[src/rtl/strload_pkg.sv]
package strload_pkg;
  localparam int DATA_W = 32;
  localparam int ADDR_W = 32;
  localparam int CNT_W  = 7;
  localparam int RIDX_W = 5;

  typedef struct packed {
    logic load;  // capture operands
    logic take;  // byte accepted this cycle
    logic emit;  // accepted byte completes a word
  } strobe_t;

  typedef enum logic [1:0] {
    ST_IDLE,
    ST_RUN,
    ST_LAST,
    ST_DONE
  } state_t;
endpackage

[src/rtl/strload_ctl.sv]
module strload_ctl
  import strload_pkg::*;
(
  input  logic    clk,
  input  logic    rstN,
  input  logic    startReq,
  input  logic    cntZero,
  input  logic    memReady,
  input  logic    lastByte,
  input  logic    laneFull,
  output strobe_t strb,
  output logic    memValid,
  output logic    busy,
  output logic    done
);
  state_t stateQ, stateD;

  always_comb begin
    stateD = stateQ;
    strb   = '0;
    unique case (stateQ)
      ST_IDLE: begin
        strb.load = startReq;
        if (startReq) stateD = cntZero ? ST_DONE : ST_RUN;
      end
      ST_RUN: begin
        strb.take = memReady;
        strb.emit = memReady && (lastByte || laneFull);
        if (memReady && lastByte) stateD = ST_LAST;
      end
      ST_LAST: stateD = ST_DONE;
      ST_DONE: stateD = ST_IDLE;
      default: stateD = ST_IDLE;
    endcase
  end

  always_ff @(posedge clk) begin
    if (!rstN) stateQ <= ST_IDLE;
    else       stateQ <= stateD;
  end

  assign memValid = (stateQ == ST_RUN);
  assign busy     = (stateQ != ST_IDLE);
  assign done     = (stateQ == ST_DONE);
endmodule

[src/rtl/strload_dp.sv]
module strload_dp
  import strload_pkg::*;
#(
  parameter int XLEN  = DATA_W,
  parameter int AW    = ADDR_W,
  parameter int CW    = CNT_W,
  parameter int RW    = RIDX_W
) (
  input  logic            clk,
  input  logic            rstN,
  input  strobe_t         strb,
  input  logic [RW-1:0]   baseRegNum,
  input  logic [RW-1:0]   indexRegNum,
  input  logic [RW-1:0]   destRegNum,
  input  logic [AW-1:0]   baseVal,
  input  logic [AW-1:0]   indexVal,
  input  logic [CW-1:0]   byteCount,
  input  logic [7:0]      memData,
  output logic [AW-1:0]   memAddr,
  output logic            cntZero,
  output logic            lastByte,
  output logic            laneFull,
  output logic            rfWe,
  output logic [RW-1:0]   rfIdx,
  output logic [XLEN-1:0] rfData,
  output logic            invalidForm
);
  localparam int BPW    = XLEN / 8;
  localparam int LANE_W = $clog2(BPW);
  localparam int CW1    = CW + 1;

  logic [AW-1:0]     addrQ;
  logic [CW-1:0]     remQ;
  logic [LANE_W-1:0] laneQ;
  logic [XLEN-1:0]   wordQ;
  logic [RW-1:0]     regQ;
  logic              invQ;

  // Operand checks at start
  logic [CW1-1:0] regsNeeded;
  logic [RW-1:0]  baseOff, idxOff;
  logic           baseHit, idxHit, bothZero, invNext;
  logic [AW-1:0]  effAddr;

  always_comb begin
    regsNeeded = (CW1'(byteCount) + CW1'(BPW - 1)) >> LANE_W;
    baseOff    = baseRegNum - destRegNum;
    idxOff     = indexRegNum - destRegNum;
    baseHit    = (baseRegNum != '0) && (CW1'(baseOff) < regsNeeded);
    idxHit     = CW1'(idxOff) < regsNeeded;
    bothZero   = (baseRegNum == '0) && (destRegNum == '0);
    invNext    = baseHit || idxHit || bothZero;
    effAddr    = indexVal + ((baseRegNum == '0) ? '0 : baseVal);
  end

  // Byte placement: lane 0 is the most significant byte
  logic [XLEN-1:0] packed_w;
  always_comb begin
    packed_w = wordQ | (XLEN'(memData) << {~laneQ, 3'b000});
  end

  always_ff @(posedge clk) begin
    if (!rstN) begin
      addrQ  <= '0;
      remQ   <= '0;
      laneQ  <= '0;
      wordQ  <= '0;
      regQ   <= '0;
      invQ   <= 1'b0;
      rfWe   <= 1'b0;
      rfIdx  <= '0;
      rfData <= '0;
    end else begin
      rfWe <= 1'b0;
      if (strb.load) begin
        addrQ <= effAddr;
        remQ  <= byteCount;
        laneQ <= '0;
        wordQ <= '0;
        regQ  <= destRegNum;
        invQ  <= invNext;
      end else if (strb.take) begin
        addrQ <= addrQ + 1'b1;
        remQ  <= remQ - 1'b1;
        if (strb.emit) begin
          rfWe   <= 1'b1;
          rfIdx  <= regQ;
          rfData <= packed_w;
          regQ   <= regQ + 1'b1;
          laneQ  <= '0;
          wordQ  <= '0;
        end else begin
          laneQ <= laneQ + 1'b1;
          wordQ <= packed_w;
        end
      end
    end
  end

  assign memAddr     = addrQ;
  assign cntZero     = (byteCount == '0);
  assign lastByte    = (remQ == CW'(1));
  assign laneFull    = &laneQ;
  assign invalidForm = invQ;
endmodule

[src/rtl/strload_seq.sv]
module strload_seq
  import strload_pkg::*;
(
  input  logic        clk,
  input  logic        rstN,
  input  logic        startReq,
  input  logic [4:0]  baseRegNum,
  input  logic [4:0]  indexRegNum,
  input  logic [4:0]  destRegNum,
  input  logic [31:0] baseVal,
  input  logic [31:0] indexVal,
  input  logic [6:0]  byteCount,
  output logic        memValid,
  output logic [31:0] memAddr,
  input  logic        memReady,
  input  logic [7:0]  memData,
  output logic        rfWe,
  output logic [4:0]  rfIdx,
  output logic [31:0] rfData,
  output logic        busy,
  output logic        done,
  output logic        invalidForm
);
  strobe_t strb;
  logic    cntZero, lastByte, laneFull;

  strload_ctl u_ctl (
    .clk      (clk),
    .rstN     (rstN),
    .startReq (startReq),
    .cntZero  (cntZero),
    .memReady (memReady),
    .lastByte (lastByte),
    .laneFull (laneFull),
    .strb     (strb),
    .memValid (memValid),
    .busy     (busy),
    .done     (done)
  );

  strload_dp #(
    .XLEN (32),
    .AW   (32),
    .CW   (7),
    .RW   (5)
  ) u_dp (
    .clk         (clk),
    .rstN        (rstN),
    .strb        (strb),
    .baseRegNum  (baseRegNum),
    .indexRegNum (indexRegNum),
    .destRegNum  (destRegNum),
    .baseVal     (baseVal),
    .indexVal    (indexVal),
    .byteCount   (byteCount),
    .memData     (memData),
    .memAddr     (memAddr),
    .cntZero     (cntZero),
    .lastByte    (lastByte),
    .laneFull    (laneFull),
    .rfWe        (rfWe),
    .rfIdx       (rfIdx),
    .rfData      (rfData),
    .invalidForm (invalidForm)
  );
endmodule

[config.mk]
export PLATFORM = sky130hd
export DESIGN_NAME = strload_seq
export DESIGN_NICKNAME = d
export VERILOG_FILES = /design/src/rtl/strload_pkg.sv /design/src/rtl/strload_ctl.sv /design/src/rtl/strload_dp.sv /design/src/rtl/strload_seq.sv
export SDC_FILE = /design/constraint.sdc
export NUM_CORES = 1
export LEC_CHECK = 0
export BUFFER_PORTS_ARGS = -buffer_cell sky130_fd_sc_hd__buf_2
export CORE_ASPECT_RATIO = 1.5
export CORE_UTILIZATION = 51
export CTS_BUF_LIST = sky130_fd_sc_hd__clkbuf_8
export DETAILED_ROUTE_END_ITERATION = 8
export PLACE_DENSITY = 0.79
export SYNTH_ARGS = -nofsm -noshare
export SYNTH_HDL_FRONTEND = slang
export SYNTH_SLANG_ARGS = --single-unit
export TNS_END_PERCENT = 30
[constraint.sdc]
create_clock -name clk -period 4.04 [get_ports clk]
set_input_delay 1.01 -clock clk [delete_from_list [all_inputs] [get_ports clk]]
set_output_delay 1.01 -clock clk [all_outputs]
set_load 0.05 [all_outputs]
==> results.toml <==
[run_status]
status = "completed"

[cells_and_area]
nets = 1293
fillCellCount = 1295
multi_input_area_sq_um = 4910
layout-area-overhead-vs-synth_pct = 22.8
seq_area_sq_um = 2380
drive_gt1_frac = 0.248
n_antenna_cell = 0

[place]
gp_congestion = 0.907
port_buffers = 171
hpwl_um = 16400

[worst_setup_path]
start_kind = "primary input"
crit_fanout = 18
critPathKind = "in -> reg"
rrSetupSlack_ns = 1.47
crit_arrival_ns = 4.14
cp-end-kind = "flop"
rr_worst_depth = 6
cp.required_ns = 4.36
critPathCapture = "u_dp.memAddr[30]"
r2r-end = "u_dp.memAddr[30]"
cp-startpoint = "baseRegNum[1]"
rr_startpoint = "u_dp.memAddr[4]"

[timing]
period_needed_ns = 3.82
worstMarginPinSlew_ns = 0.922
fin_skew_ns = 0.0144
drv_slew = 0
tns_ns = 0
fmax_mhz = 262
rsz0062_at_grt = "false"
hold_viol = 0
slew_headroom = 0.380
finalSetupViolCount = 0
period_share = 0.946

[die]
die_h_um = 151
die_x_um = 101
core_sq_um = 14500
start_util = 0.520
dieArea_sq_um = 15300
io_pins = 172
rows = 54

[pwr]
ir_drop_uv = 344
seqPwrFrac = 0.363
switching_share = 0.437
p_int_w = 0.00238
power.leakage_nw = 3.99
p_per_area_nw_per_um2 = 456
combPwrFrac = 0.410
p_clk_frac = 0.227
p_switching_w = 0.00185
power.total_w = 0.00423

[clock_network]
cts_resized = 0
cts.clk_slew.worst_paths_ns = 0.08
clock-root-buffer = "clkbuf_8"
cts_inserted_buffers = 17
cts_hold_buf = 0
cts_setup_buffers = 0
htreeDepth = 4
clk_latency_ns = 0.43
cts_tree = "yes"
clock-sinks = 119
cts_buffer_depth = 2

[synthesis]
synth_top_area_cell = "dfxtp_1"
netlist_instances = 936
synth_top_cell_area_share = 0.316
synthArstFlopShare = 0
ys_ff_latch = 119
syn_area_sq_um = 7550
seq_area_frac_synth = 0.316
synth_mux_area_frac = 0.00431
yosys.area_share.xor_xnor = 0.0859
synth_top_family_by_area = "compound AO/OA/AOI/OAI gates"
synth_fa_ha_area_frac = 0.102
synth_area_leaders = "dfxtp_1, ha_1, a21oi_1, a211oi_1, nor2_1"
synth-simple-area-share = 0.205
synth_warnings = 0
synth_compound_area_frac = 0.249
ys.flop_type = "dfxtp_1"
ys_types = 66
synth_area_per_cell_sq_um = 8.06
synth_edf_count = 0
synth_fp_nets = 1094

[global_routing]
use_met1 = 0.295
grt_max_degree = 70
use_met2 = 0.522
top_usage_layer = "met2"
antenna_found_initial = 0
grtUsageTotal = 0.279
grt_pass1_vias = 7057
gr-usage-met3 = 0.0517
grt_first_pass_wirelength_um = 33200
grt-ovfl-total = 0

[detailed_routing]
vias = 7610
drtIter0Drc = 294
drtAntennaViolNets = 0
drc = 0
vias_per_cell = 5.66
wl_per_cell_um = 15.8
drt-total-wl_um = 21200
drtPass1Iterations = 5

[job]
max_cap_violations = 0

[hold_path]
min_path_type = "reg -> reg"
==> routing by layer <==
layer | routed length [um] | part of all wire
met5 | 0 | 0
met4 | 770 | 0.036
met3 | 1020 | 0.048
met2 | 11200 | 0.53
met1 | 8220 | 0.39
==> cells in the final DEF, fill, tap and decap left out, types with 3 or more instances in the layout <==
master / count
buf_2: 171
dfxtp_1: 119
a21oi_1: 117
nor2_1: 113
nand2_1: 66
a211oi_1: 58
ha_1: 57
buf_4: 56
xnor2_1: 42
nor2b_1: 37
xor2_1: 32
nand3_1: 27
inv_1: 24
o21ai_0: 22
clkbuf_8: 18
a21o_1: 16
nand4_1: 14
o21a_1: 13
nor3_1: 9
and2_1: 8
o22ai_1: 8
and3_1: 7
o21bai_1: 7
and4_1: 6
or3_1: 6
o221ai_1: 6
o211ai_1: 5
nor4_1: 4
a31o_2: 4
a31oi_1: 4
inv_6: 4
clkinvlp_4: 4
o211a_1: 3
a21boi_0: 3
a311oi_1: 3
fa_1: 3
clkinv_2: 3
==> synth_stat cells, drive strengths merged, types with 13 or more instances <==
cell / instances
dfxtp: 119
a21oi: 118
nor2: 114
nand2: 66
a211oi: 60
ha: 57
xnor2: 42
clkbuf: 38
nor2b: 37
xor2: 32
nand3: 27
o21ai: 25
inv: 24
a21o: 17
nand4: 15
o21a: 13
==> worst max-delay path, cell delays in order <==
cell and delay [ns]:
buf_2 0.10, or4_1 0.59, nor2_4 0.13, buf_12 0.16
nor2b_1 0.06, ha_1 0.20, fa_1 0.40, a211oi_2 0.24
o21bai_1 0.15, a21o_1 0.22, a22oi_2 0.16, o22ai_1 0.16
and4_1 0.22, a2111oi_1 0.33
==> how the worst min path moves through the flow <==
stage          slack, ns             to  depth (start not counted)     startpoint
5_1_grt             0.47  u_dp.rfIdx[0]                          2  u_dp.rfIdx[0]
2_1_floorplan       0.44  u_dp.wordQ[0]                          2  u_dp.wordQ[0]
6_report            0.46  u_dp.rfIdx[2]                          2  u_dp.rfIdx[2]
3_3_place_gp        0.44  u_dp.rfIdx[4]                          2  u_dp.rfIdx[4]
4_1_cts             0.46  u_dp.rfIdx[2]                          2  u_dp.rfIdx[2]
3_5_place_dp        0.45  u_dp.rfIdx[2]                          2  u_dp.rfIdx[2]
==> flip-flops by register name (all words and copies together), names as in the netlist <==
| name | cells |
|---|---|
| u_dp.invalidForm | 1 |
| u_dp.memAddr | 32 |
| u_dp.rfIdx | 5 |
| u_dp.laneQ | 2 |
| u_dp.rfData | 32 |
| u_dp.regQ | 5 |
| u_ctl.stateQ | 2 |
| u_dp.wordQ | 32 |
| u_dp.rfWe | 1 |
| u_dp.remQ | 7 |
==> metrics by stage <==
stage / hold slack, ns / instances / cell area, sq um / util / setup slack (ns)
6_report: 0.458 / 1344 / 9270 / 0.638 / 0.220
3_3_place_gp: 0.443 / 1312 / 8920 / 0.614 / -0.154
5_1_grt: 0.474 / 1344 / 9270 / 0.638 / 0.0484
2_1_floorplan: 0.438 / 936 / 7570 / - / 0.0258
4_1_cts: 0.461 / 1344 / 9270 / 0.638 / 0.233
3_5_place_dp: 0.451 / 1312 / 8920 / 0.614 / -0.211
==> final cells by class <==
type / count / area share
multi-input combinational: 745 / 0.529
clock buffer: 18 / 0.0267
inverter: 24 / 0.00972
clock inverter: 14 / 0.0109
timing repair buffer: 228 / 0.140
tap: 196 / 0.0265
sequential: 119 / 0.257
==> power groups by stage <==
stage	Clock [W]	Combinational [W]	Sequential [W]
floorplan	0	0.000880	0.00189
global placement	0	0.00169	0.00155
detailed placement	0	0.00172	0.00155
CTS	0.000967	0.00173	0.00153
global route	0.00102	0.00187	0.00156
finish	0.000960	0.00174	0.00153
==> kinds of logic after synthesis <==
logic type,after synthesis
adder cells (fa/ha/maj),60
AO/OA/AOI/OAI,292
flip-flops,119
XOR/XNOR,74
buffers and inverters,72
multiplexers,3
AND/OR/NAND/NOR,316
(Power assumes the default switching activity.)
